--- config.mk ---
export PLATFORM = sky130hd
export DESIGN_NAME = useq_core
export DESIGN_NICKNAME = d
export VERILOG_FILES = /design/src/rtl/useq_pkg.sv /design/src/rtl/useq_alu.sv /design/src/rtl/useq_ctrl.sv /design/src/rtl/useq_core.sv
export SDC_FILE = /design/constraint.sdc
export NUM_CORES = 1
export LEC_CHECK = 0
export BUFFER_PORTS_ARGS = -buffer_cell sky130_fd_sc_hd__buf_4
export CAP_MARGIN = 20
export CORE_MARGIN = 5
export CORE_UTILIZATION = 52
export CTS_CLUSTER_SIZE = 40
export DETAILED_ROUTE_END_ITERATION = 7
export PLACE_DENSITY_LB_ADDON = 0.1
export SYNTH_ARGS = -nofsm -noshare
export SYNTH_HDL_FRONTEND = slang
export SYNTH_HIERARCHICAL = 1
export SYNTH_SLANG_ARGS = --single-unit
--- constraint.sdc ---
create_clock -name clk -period 3.24 [get_ports clk]
set_clock_uncertainty 0.05 [all_clocks]
set_input_delay 0.162 -clock clk [delete_from_list [all_inputs] [get_ports clk]]
set_output_delay 0.162 -clock clk [all_outputs]
set_load 0.02 [all_outputs]
--- src/rtl/useq_pkg.sv ---
`timescale 1ns/1ps
package useq_pkg;
  localparam int unsigned WORD_W = 16;
  localparam int unsigned OPC_W  = 8;
  localparam int unsigned OPD_W  = WORD_W - OPC_W;

  typedef enum logic [OPC_W-1:0] {
    OPC_LDA  = 8'h01,
    OPC_LDB  = 8'h02,
    OPC_ADD  = 8'h10,
    OPC_AND  = 8'h11,
    OPC_BZ   = 8'h20,
    OPC_HALT = 8'hFF
  } opc_e;

  typedef enum logic [3:0] {
    ST_MAR, ST_INC, ST_PC, ST_MDR, ST_IR, ST_DEC,
    ST_LDA, ST_LDB, ST_AX, ST_AY, ST_AR, ST_WA, ST_BZ, ST_HALT
  } step_e;

  typedef enum logic {ALU_ADD, ALU_AND} alu_op_e;

  function automatic logic [WORD_W-1:0] sext_opd(input logic [OPD_W-1:0] v);
    return {{(WORD_W-OPD_W){v[OPD_W-1]}}, v};
  endfunction

  function automatic logic [WORD_W-1:0] incr(input logic [WORD_W-1:0] v);
    return v + WORD_W'(1);
  endfunction

  function automatic logic [WORD_W-1:0] alu_fn(input alu_op_e op,
                                               input logic [WORD_W-1:0] x,
                                               input logic [WORD_W-1:0] y);
    return (op == ALU_AND) ? (x & y) : (x + y);
  endfunction
endpackage

--- src/rtl/useq_alu.sv ---
`timescale 1ns/1ps
module useq_alu
  import useq_pkg::*;
(
  input  alu_op_e           op,
  input  logic [WORD_W-1:0] x,
  input  logic [WORD_W-1:0] y,
  output logic [WORD_W-1:0] res,
  output logic              zero
);
  always_comb begin
    res  = alu_fn(op, x, y);
    zero = (res == '0);
  end
endmodule

--- src/rtl/useq_ctrl.sv ---
`timescale 1ns/1ps
module useq_ctrl
  import useq_pkg::*;
(
  input  logic             clk,
  input  logic             rst,
  input  logic [OPC_W-1:0] opcode,
  output step_e            step
);
  step_e step_nx;
  logic  opc_known;

  always_comb begin
    opc_known = (opcode == OPC_LDA) || (opcode == OPC_LDB) || (opcode == OPC_ADD) ||
                (opcode == OPC_AND) || (opcode == OPC_BZ)  || (opcode == OPC_HALT);
    case (step)
      ST_MAR:  step_nx = ST_INC;
      ST_INC:  step_nx = ST_PC;
      ST_PC:   step_nx = ST_MDR;
      ST_MDR:  step_nx = ST_IR;
      ST_IR:   step_nx = ST_DEC;
      ST_DEC: begin
        case (opcode)
          OPC_LDA:          step_nx = ST_LDA;
          OPC_LDB:          step_nx = ST_LDB;
          OPC_ADD, OPC_AND: step_nx = ST_AX;
          OPC_BZ:           step_nx = ST_BZ;
          OPC_HALT:         step_nx = ST_HALT;
          default:          step_nx = ST_MAR;
        endcase
      end
      ST_AX:   step_nx = ST_AY;
      ST_AY:   step_nx = ST_AR;
      ST_AR:   step_nx = ST_WA;
      ST_HALT: step_nx = ST_HALT;
      default: step_nx = ST_MAR;
    endcase
  end

  always_ff @(posedge clk) begin
    if (rst) step <= ST_MAR;
    else     step <= step_nx;
  end


  fetch_order_chk: assert property (@(posedge clk) disable iff (rst)
    (step == ST_MAR) |=> (step == ST_INC));

  alu_order_chk: assert property (@(posedge clk) disable iff (rst)
    (step == ST_AY) |=> (step == ST_AR));

  undef_skip_chk: assert property (@(posedge clk) disable iff (rst)
    (step == ST_DEC && !opc_known) |=> (step == ST_MAR));
endmodule

--- src/rtl/useq_core.sv ---
`timescale 1ns/1ps
module useq_core
  import useq_pkg::*;
(
  input  logic        clk,
  input  logic        rst,
  output logic [15:0] mem_addr,
  input  logic [15:0] mem_rdata,
  output logic [15:0] mem_wdata,
  output logic        mem_we,
  output logic        mem_re,
  output logic        halted,
  output logic [15:0] dbg_pc,
  output logic [15:0] dbg_a,
  output logic [15:0] dbg_b,
  output logic        dbg_z
);
  step_e step;
  logic [WORD_W-1:0] pc_q, inc_q, mar_q, mdr_q, ir_q;
  logic [WORD_W-1:0] a_q, b_q, alux_q, aluy_q, alur_q;
  logic              z_q;
  logic [WORD_W-1:0] alu_res;
  logic              alu_zero;
  alu_op_e           alu_op;

  // named events for the checks
  logic pc_from_inc, br_take, alu_step;
  assign pc_from_inc = (step == ST_PC);
  assign br_take     = (step == ST_BZ) && z_q;
  assign alu_step    = (step == ST_AR);

  assign alu_op = (ir_q[WORD_W-1 -: OPC_W] == OPC_AND) ? ALU_AND : ALU_ADD;

  useq_ctrl u_ctrl (
    .clk    (clk),
    .rst    (rst),
    .opcode (ir_q[WORD_W-1 -: OPC_W]),
    .step   (step)
  );

  useq_alu u_alu (
    .op   (alu_op),
    .x    (alux_q),
    .y    (aluy_q),
    .res  (alu_res),
    .zero (alu_zero)
  );

  always_ff @(posedge clk) begin
    if (rst) begin
      pc_q <= '0; inc_q <= '0; mar_q <= '0; mdr_q <= '0; ir_q <= '0;
      a_q <= '0; b_q <= '0; alux_q <= '0; aluy_q <= '0; alur_q <= '0;
      z_q <= 1'b0;
    end else begin
      case (step)
        ST_MAR: mar_q  <= pc_q;
        ST_INC: inc_q  <= incr(pc_q);
        ST_PC:  pc_q   <= inc_q;
        ST_MDR: mdr_q  <= mem_rdata;
        ST_IR:  ir_q   <= mdr_q;
        ST_LDA: a_q    <= sext_opd(ir_q[OPD_W-1:0]);
        ST_LDB: b_q    <= sext_opd(ir_q[OPD_W-1:0]);
        ST_AX:  alux_q <= a_q;
        ST_AY:  aluy_q <= b_q;
        ST_AR: begin
          alur_q <= alu_res;
          z_q    <= alu_zero;
        end
        ST_WA:  a_q    <= alur_q;
        ST_BZ:  if (z_q) pc_q <= sext_opd(ir_q[OPD_W-1:0]);
        default: ;
      endcase
    end
  end

  assign mem_addr  = mar_q;
  assign mem_wdata = mdr_q;
  assign mem_we    = 1'b0;
  assign mem_re    = (step == ST_MDR);
  assign halted    = (step == ST_HALT);
  assign dbg_pc    = pc_q;
  assign dbg_a     = a_q;
  assign dbg_b     = b_q;
  assign dbg_z     = z_q;


  reset_state_chk: assert property (@(posedge clk) disable iff (rst)
    $past(rst) |-> (pc_q == '0 && a_q == '0 && !z_q && !halted));

  fetch_addr_chk: assert property (@(posedge clk) disable iff (rst)
    mem_re |-> (mem_addr == pc_q - WORD_W'(1)));

  pc_src_chk: assert property (@(posedge clk) disable iff (rst)
    !$stable(pc_q) |-> ($past(pc_from_inc) || $past(br_take)));

  z_src_chk: assert property (@(posedge clk) disable iff (rst)
    !$stable(z_q) |-> $past(alu_step));

  halt_hold_chk: assert property (@(posedge clk) disable iff (rst)
    halted |=> (halted && $stable(pc_q) && $stable(a_q)));

  halt_quiet_chk: assert property (@(posedge clk) disable iff (rst)
    halted |-> !mem_re);
endmodule

After elaboration in Yosys (flattened, before gate mapping):

Index checks and enable logic that the tools add are counted.

* logic and storage cells: 48
* input port bits: 18
* register bits after elaboration: 149

* add/sub/neg operators: 2
* reduce and logical (&&, ||, !) cells: 6
* multiplexer cells: 7
* bitwise operators: 1
* equal/unequal tests: 20

Operators by type and width (number)
* $pmux 16 s2: 2
* $pmux 4 s10: 1
* $mux 16: 2
* $eq 4x4->1 const B: 6
* $pmux 4 s5: 1
* $add 16x1->16 const B: 1
* $add 16x16->16: 1
* $and 16x16->16: 1
* $eq 4x3->1 const B: 4
* $eq 8x5->1 const B: 2
* $logic_not 16->1: 1
* $eq 4x2->1 const B: 2
* $eq 8x1->1 const B: 1
* $eq 8x2->1 const B: 1
* $eq 8x6->1 const B: 1
* $eq 8x8->1 const B: 1
* $eq 4x1->1 const B: 1
* $logic_not 4->1: 1
* $reduce_bool 2->1: 2
* $ne 2x2->1 const B: 1
* $reduce_and 2->1: 1
* $reduce_or 2->1: 1
* $mux 1: 1

Logic depth before layout (Yosys ltp):

* depth in word-level cells: 4
* mapped depth: 12
* depth with buffers taken out: 11

By module:

The synthesis kept the hierarchy.

Modules (own cells, without submodules)
* useq_core: area an instance 5810.6 µm², cells an instance 698, instances 1
* useq_alu: area an instance 987.2 µm², cells an instance 145, instances 1
* useq_ctrl: area an instance 336.6 µm², cells an instance 44, instances 1

Worst setup path before layout:

No wires, ideal clock.

* path kind: reg-to-reg
* start: register, netlist name aluy_q[7]
* end: register z_q, in the netlist dbg_z
* stages on the path, launching flop included: 13
* period minus slack after synthesis: 2956 ps
* arrival time: 2835 ps
* buffers on the path: 1
* path slack: 284 ps
* path through: dfxtp_1 -> ha_1 -> clkbuf_1 -> a211oi_1 -> nand2_1 -> nand2_1 -> and4_1 -> o31ai_1 -> or4b_1 -> or4_1 -> nor4_2 -> nand2_1 -> a21oi_1

* longest elaborated chain between the ends: 3
* elaborated cells on any way between the ends: 4
* classes of those cells: add/sub (1); mux (1); bitwise (1); reduce/logical (1)

Ends and longest elaborated chain
* $add 16x16->16 or $and 16x16->16 (tied branches): RTL line useq_pkg.sv:34 `return (op == ALU_AND) ? (x & y) : (x + y);`
* $mux 16 *: RTL line useq_pkg.sv:34
* net alu_res[11]: RTL line useq_core.sv:22 `logic [WORD_W-1:0] alu_res;`
* $logic_not 16->1 *: RTL line useq_alu.sv:13 `zero = (res == '0);`
* net alu_zero: RTL line useq_core.sv:23 `logic alu_zero;`
* end signal: assignment: RTL line useq_core.sv:67 `z_q <= alu_zero;`
* end: declaration: RTL line useq_core.sv:21 `logic z_q;`

The timed path passes the listed nets; every way through them passes the cells marked *.
A chain may end at the register's enable or synchronous reset.

Worst setup path in the final report:

* start: register alux_q[1]
* end: register z_q, in the netlist dbg_z

* longest elaborated chain between the ends: 3
* elaborated cells on any way between the ends: 4
* classes of those cells: add/sub (1); mux (1); bitwise (1); reduce/logical (1)

Ends and longest elaborated chain
* start: declaration: RTL line useq_core.sv:20 `logic [WORD_W-1:0] a_q, b_q, alux_q, aluy_q, alur_q;`
* start signal: assignment: RTL line useq_core.sv:63 `ST_AX: alux_q <= a_q;`
* $add 16x16->16: RTL line useq_pkg.sv:34
* $mux 16: RTL line useq_pkg.sv:34
* net alu_res[9]: RTL line useq_core.sv:22
* $logic_not 16->1: RTL line useq_alu.sv:13
* net alu_zero: RTL line useq_core.sv:23

The timed path passes the listed nets, and every way through them passes these cells.

==> flow_results.xml <==
<?xml version="1.0" encoding="UTF-8"?>
<metrics>
  <group name="timing">
    <metric name="final-hold-violation-count" unit="">0</metric>
    <metric name="layout_min_cycle_time" unit="ps">3080</metric>
    <metric name="fmax" unit="MHz">325</metric>
    <metric name="fin_crit_share" unit="%">95.0</metric>
    <metric name="final.setup.tns" unit="ps">0</metric>
    <metric name="setup_viol" unit="">0</metric>
    <metric name="finalMaxSlewViolations" unit="">0</metric>
    <metric name="worst-slew-pin-transition" unit="ps">920</metric>
    <metric name="timing.slew.headroom" unit="%">38.3</metric>
  </group>
  <group name="floorplan">
    <metric name="rows" unit="">42</metric>
    <metric name="die_area" unit="mm²">0.0162</metric>
    <metric name="initial_core_util" unit="%">53.4</metric>
    <metric name="die_height" unit="µm">127</metric>
    <metric name="core_region_area" unit="mm²">0.0133</metric>
    <metric name="dieWidth" unit="µm">127</metric>
    <metric name="design.portCount" unit="">102</metric>
  </group>
  <group name="layout">
    <metric name="filler_cell_count" unit="">1121</metric>
    <metric name="drive_gt1_share" unit="%">19.4</metric>
    <metric name="number_of_nets_in_the_final_layout" unit="">1012</metric>
    <metric name="n_antenna_cell" unit="">0</metric>
    <metric name="finish.cell_count_without_fillers" unit="">1165</metric>
    <metric name="layout.cell_area.non_filler" unit="mm²">0.00877</metric>
    <metric name="area_growth_syn_to_layout" unit="%">22.9</metric>
  </group>
  <group name="logic_synthesis">
    <metric name="synth_cell_type_count" unit="">68</metric>
    <metric name="synthDominantCellAreaShare" unit="%">41.8</metric>
    <metric name="ys.warnings.count" unit="">6</metric>
    <metric name="yosysTopAreaCell" unit="">dfxtp_1</metric>
    <metric name="yosys.cell_count.top_type" unit="">nand2_1</metric>
    <metric name="syn_area" unit="mm²">0.00713</metric>
    <metric name="synth_enable_flop_cells" unit="">0</metric>
    <metric name="synthesis.nets" unit="">923</metric>
    <metric name="top_cells_by_area_in_the_synthesized_netlist" unit="">dfxtp_1 (42%), nand2_1 (12%), a21oi_1 (8.8%)</metric>
    <metric name="synth.ff_latch_count" unit="">149</metric>
    <metric name="avgSynthCellArea" unit="µm²">8.04</metric>
    <metric name="synth.yosys.seq_area_share" unit="%">41.8</metric>
    <metric name="postSynthCellCount" unit="">887</metric>
    <metric name="synth-async-reset-ratio" unit="%">0</metric>
    <metric name="dominantRegCellSynth" unit="">dfxtp_1</metric>
    <metric name="synth_common_cells" unit="">nand2_1 (221), dfxtp_1 (149), a21oi_1 (125), nor2_1 (75), clkbuf_1 (33)</metric>
  </group>
  <group name="place">
    <metric name="dp_cells" unit="">1117</metric>
    <metric name="dp_hpwl" unit="µm">12800</metric>
    <metric name="gp_routability_congestion" unit="">0.895</metric>
    <metric name="count_of_buffers_inserted_at_the_top_level_ports" unit="">100</metric>
    <metric name="placement.cell_area" unit="mm²">0.00793</metric>
  </group>
  <group name="route">
    <metric name="route.vias.total" unit="">6430</metric>
    <metric name="drt_pass1_iterations" unit="">5</metric>
    <metric name="drt_first_iter_violations" unit="">400</metric>
    <metric name="drt-wirelength-per-cell" unit="µm">15.8</metric>
    <metric name="wl_met1" unit="µm">8440</metric>
    <metric name="drc" unit="">0</metric>
    <metric name="route.met2.wl" unit="µm">8650</metric>
    <metric name="dr.max_layer_used" unit="">met4</metric>
    <metric name="detail_route.wirelength" unit="µm">18400</metric>
    <metric name="dr_wl_met3" unit="µm">917</metric>
    <metric name="vias_per_cell" unit="">5.52</metric>
    <metric name="ant_nets" unit="">0</metric>
  </group>
  <group name="pwr">
    <metric name="pwr-share-comb" unit="%">9.8</metric>
    <metric name="power.density_cell_area" unit="mW/mm²">527</metric>
    <metric name="sw_power" unit="mW">1.12</metric>
    <metric name="ir_drop" unit="mV">0.337</metric>
    <metric name="part_of_the_power_in_registers" unit="%">43.3</metric>
    <metric name="power.clock.fraction" unit="%">46.9</metric>
    <metric name="cellLeakagePower" unit="nW">3.36</metric>
    <metric name="intPower" unit="mW">3.50</metric>
    <metric name="switching_share" unit="%">24.2</metric>
  </group>
  <group name="clock_network">
    <metric name="post_cts_repair_timing_setup_buffer_count" unit="">0</metric>
    <metric name="tritoncts" unit="">built</metric>
    <metric name="insertion_delay" unit="ps">420</metric>
    <metric name="clock_path_buffers" unit="">2</metric>
    <metric name="tritoncts_num_sinks" unit="">149</metric>
    <metric name="cts_root_buf" unit="">clkbuf_16</metric>
    <metric name="clk_pin_slew" unit="ps">60</metric>
    <metric name="htree_num_levels" unit="">4</metric>
    <metric name="cts_inserted_buffers" unit="">17</metric>
  </group>
  <group name="worst_setup_path">
    <metric name="critical-path-slowest-cell" unit="">or4b_1</metric>
    <metric name="rrSetupSlack" unit="ps">160</metric>
    <metric name="worstPathCellList" unit="">ha_4 -&gt; a211o_1 -&gt; a211oi_2 -&gt; o21ai_1 -&gt; o311a_1 -&gt; or4b_1 -&gt; or4_1 -&gt; nor4_2 -&gt; nand2_1 -&gt; a21oi_1</metric>
    <metric name="setup_crit_end_kind" unit="">flop</metric>
    <metric name="worst-endpoint-required" unit="ps">3540</metric>
    <metric name="path_max_fanout" unit="">5</metric>
    <metric name="critPathMaxStageDelay" unit="ps">460</metric>
    <metric name="critPathArrivalTime" unit="ps">3380</metric>
    <metric name="critical_path.startpoint_type" unit="">flop</metric>
    <metric name="critPathBufInv" unit="">0</metric>
    <metric name="worst_path_dominant_cell_family" unit="">compound AO/OA/AOI/OAI gates</metric>
    <metric name="critical_path_class" unit="">reg2reg</metric>
  </group>
  <group name="global_route">
    <metric name="grt_max_degree" unit="">80</metric>
    <metric name="number_of_global_route_vias_before_repair" unit="">6238</metric>
    <metric name="globalRouteOverflowTotal" unit="">0</metric>
    <metric name="grt_usage" unit="%">23.2</metric>
    <metric name="grt_pass1_wl" unit="µm">30900</metric>
    <metric name="antenna_found_initial" unit="">0</metric>
  </group>
  <group name="hold_path">
    <metric name="class_of_the_worst_hold_path" unit="">in2reg</metric>
  </group>
  <group name="flow_run">
    <metric name="max-cap-violations" unit="">0</metric>
  </group>
  <group name="outcome">
    <metric name="status" unit="">finished, final reports clean</metric>
  </group>
</metrics>
-- worst paths after layout --
kind | from | endpoint | cells past startpoint
worst max-delay path | alux_q[1] | dbg_z | 10
worst max register to register | alux_q[1] | dbg_z | 10
worst min-delay path | rst | u_ctrl/step[1] | 2
worst min register to register | alur_q[12] | alur_q[12] | 2
-- layout by cell type, fill, tap and decap left out, types with 3 or more instances in the layout --
master,Yosys,routed
nand2_1,221,221
dfxtp_1,149,147
a21oi_1,125,125
buf_4,13,115
nor2_1,75,75
a211oi_1,30,30
a211oi_2,21,21
o21ai_0,19,19
xnor2_1,18,18
mux2i_1,18,18
clkbuf_16,0,17
ha_1,18,16
dlygate4sd3_1,0,16
inv_1,13,13
nor3_1,10,9
nand3_1,8,8
nand2b_1,8,8
xor2_1,8,8
nor2b_1,7,7
nor4_1,7,7
nand4_1,5,5
bufinv_16,0,5
nor3_2,3,4
a31oi_1,4,4
clkinvlp_4,0,3
a21o_1,3,3
-- power groups by stage --
stage                     Sequential (mW)  Combinational (mW)  Clock [mW]
final                                2.00               0.451        2.17
after global routing                 2.02               0.493        2.29
after CTS                            2.00               0.453        2.20
after detailed placement             2.04               0.436           0
after global placement               2.04               0.423           0
after floorplan                      2.05               0.280           0
-- repair_timing --
item	CTS	global route
setup endpoints to repair	0	1
endpoints found under the hold margin	16	0
hold buffers	16	0
gates resized for setup	0	7
-- cell type report --
cell class	instances	area [µm²]	share of cell area, %
Clock buffer	20	457	5.21
Clock inverter	12	200	2.28
Tap cell	176	220	2.51
Multi-Input combinational cell	661	3800	43.3
Timing Repair Buffer	133	1050	12.0
Inverter	14	52.6	0.599
Sequential cell	149	2990	34.1
-- worst register-to-register path, cell delays in order (launching register included) --
cell and delay, ps:
dfxtp_1 360, ha_4 230, a211o_1 340, a211oi_2 290, o21ai_1 110, o311a_1 330, or4b_1 460, or4_1 420
nor4_2 220, nand2_1 80, a21oi_1 110
-- per-stage QoR --
stage	utilization [%]	setup slack [ps]	hold WS, ps	total power, mW
after global routing	65.7	-6.16	278	4.80
after floorplan	-	284	177	2.33
final	65.7	163	215	4.62
after global placement	59.4	153	360	2.46
after CTS	65.5	90.7	204	4.66
after detailed placement	59.4	105	370	2.48
-- metal layers --
layer  vias to the layer above  GRT usage, %
li1                       3242             -
met1                      2976          30.6
met2                       176          37.8
met3                        36          4.72
met4                         0          8.08
met5                         -             0
-- cells by family after synthesis --
logic type      Yosys count  share of synthesized area, %
other cells               1                        0.0526
xor+xnor                 26                          3.19
simple gates            368                          22.9
fa+ha+maj                18                          3.16
flops                   149                          41.8
mux                      20                          2.84
compound gates          228                          20.7
buf+inv                  77                          5.28
-- sequential cells by signal (all words and copies together), names as in the netlist, 16 cells and up --
register and count:
mem_addr 16, dbg_a 16, alux_q 16, mem_wdata 16, inc_q 16, ir_q 16
dbg_pc 16, alur_q 16
Power figures use the tool's default switching activity.
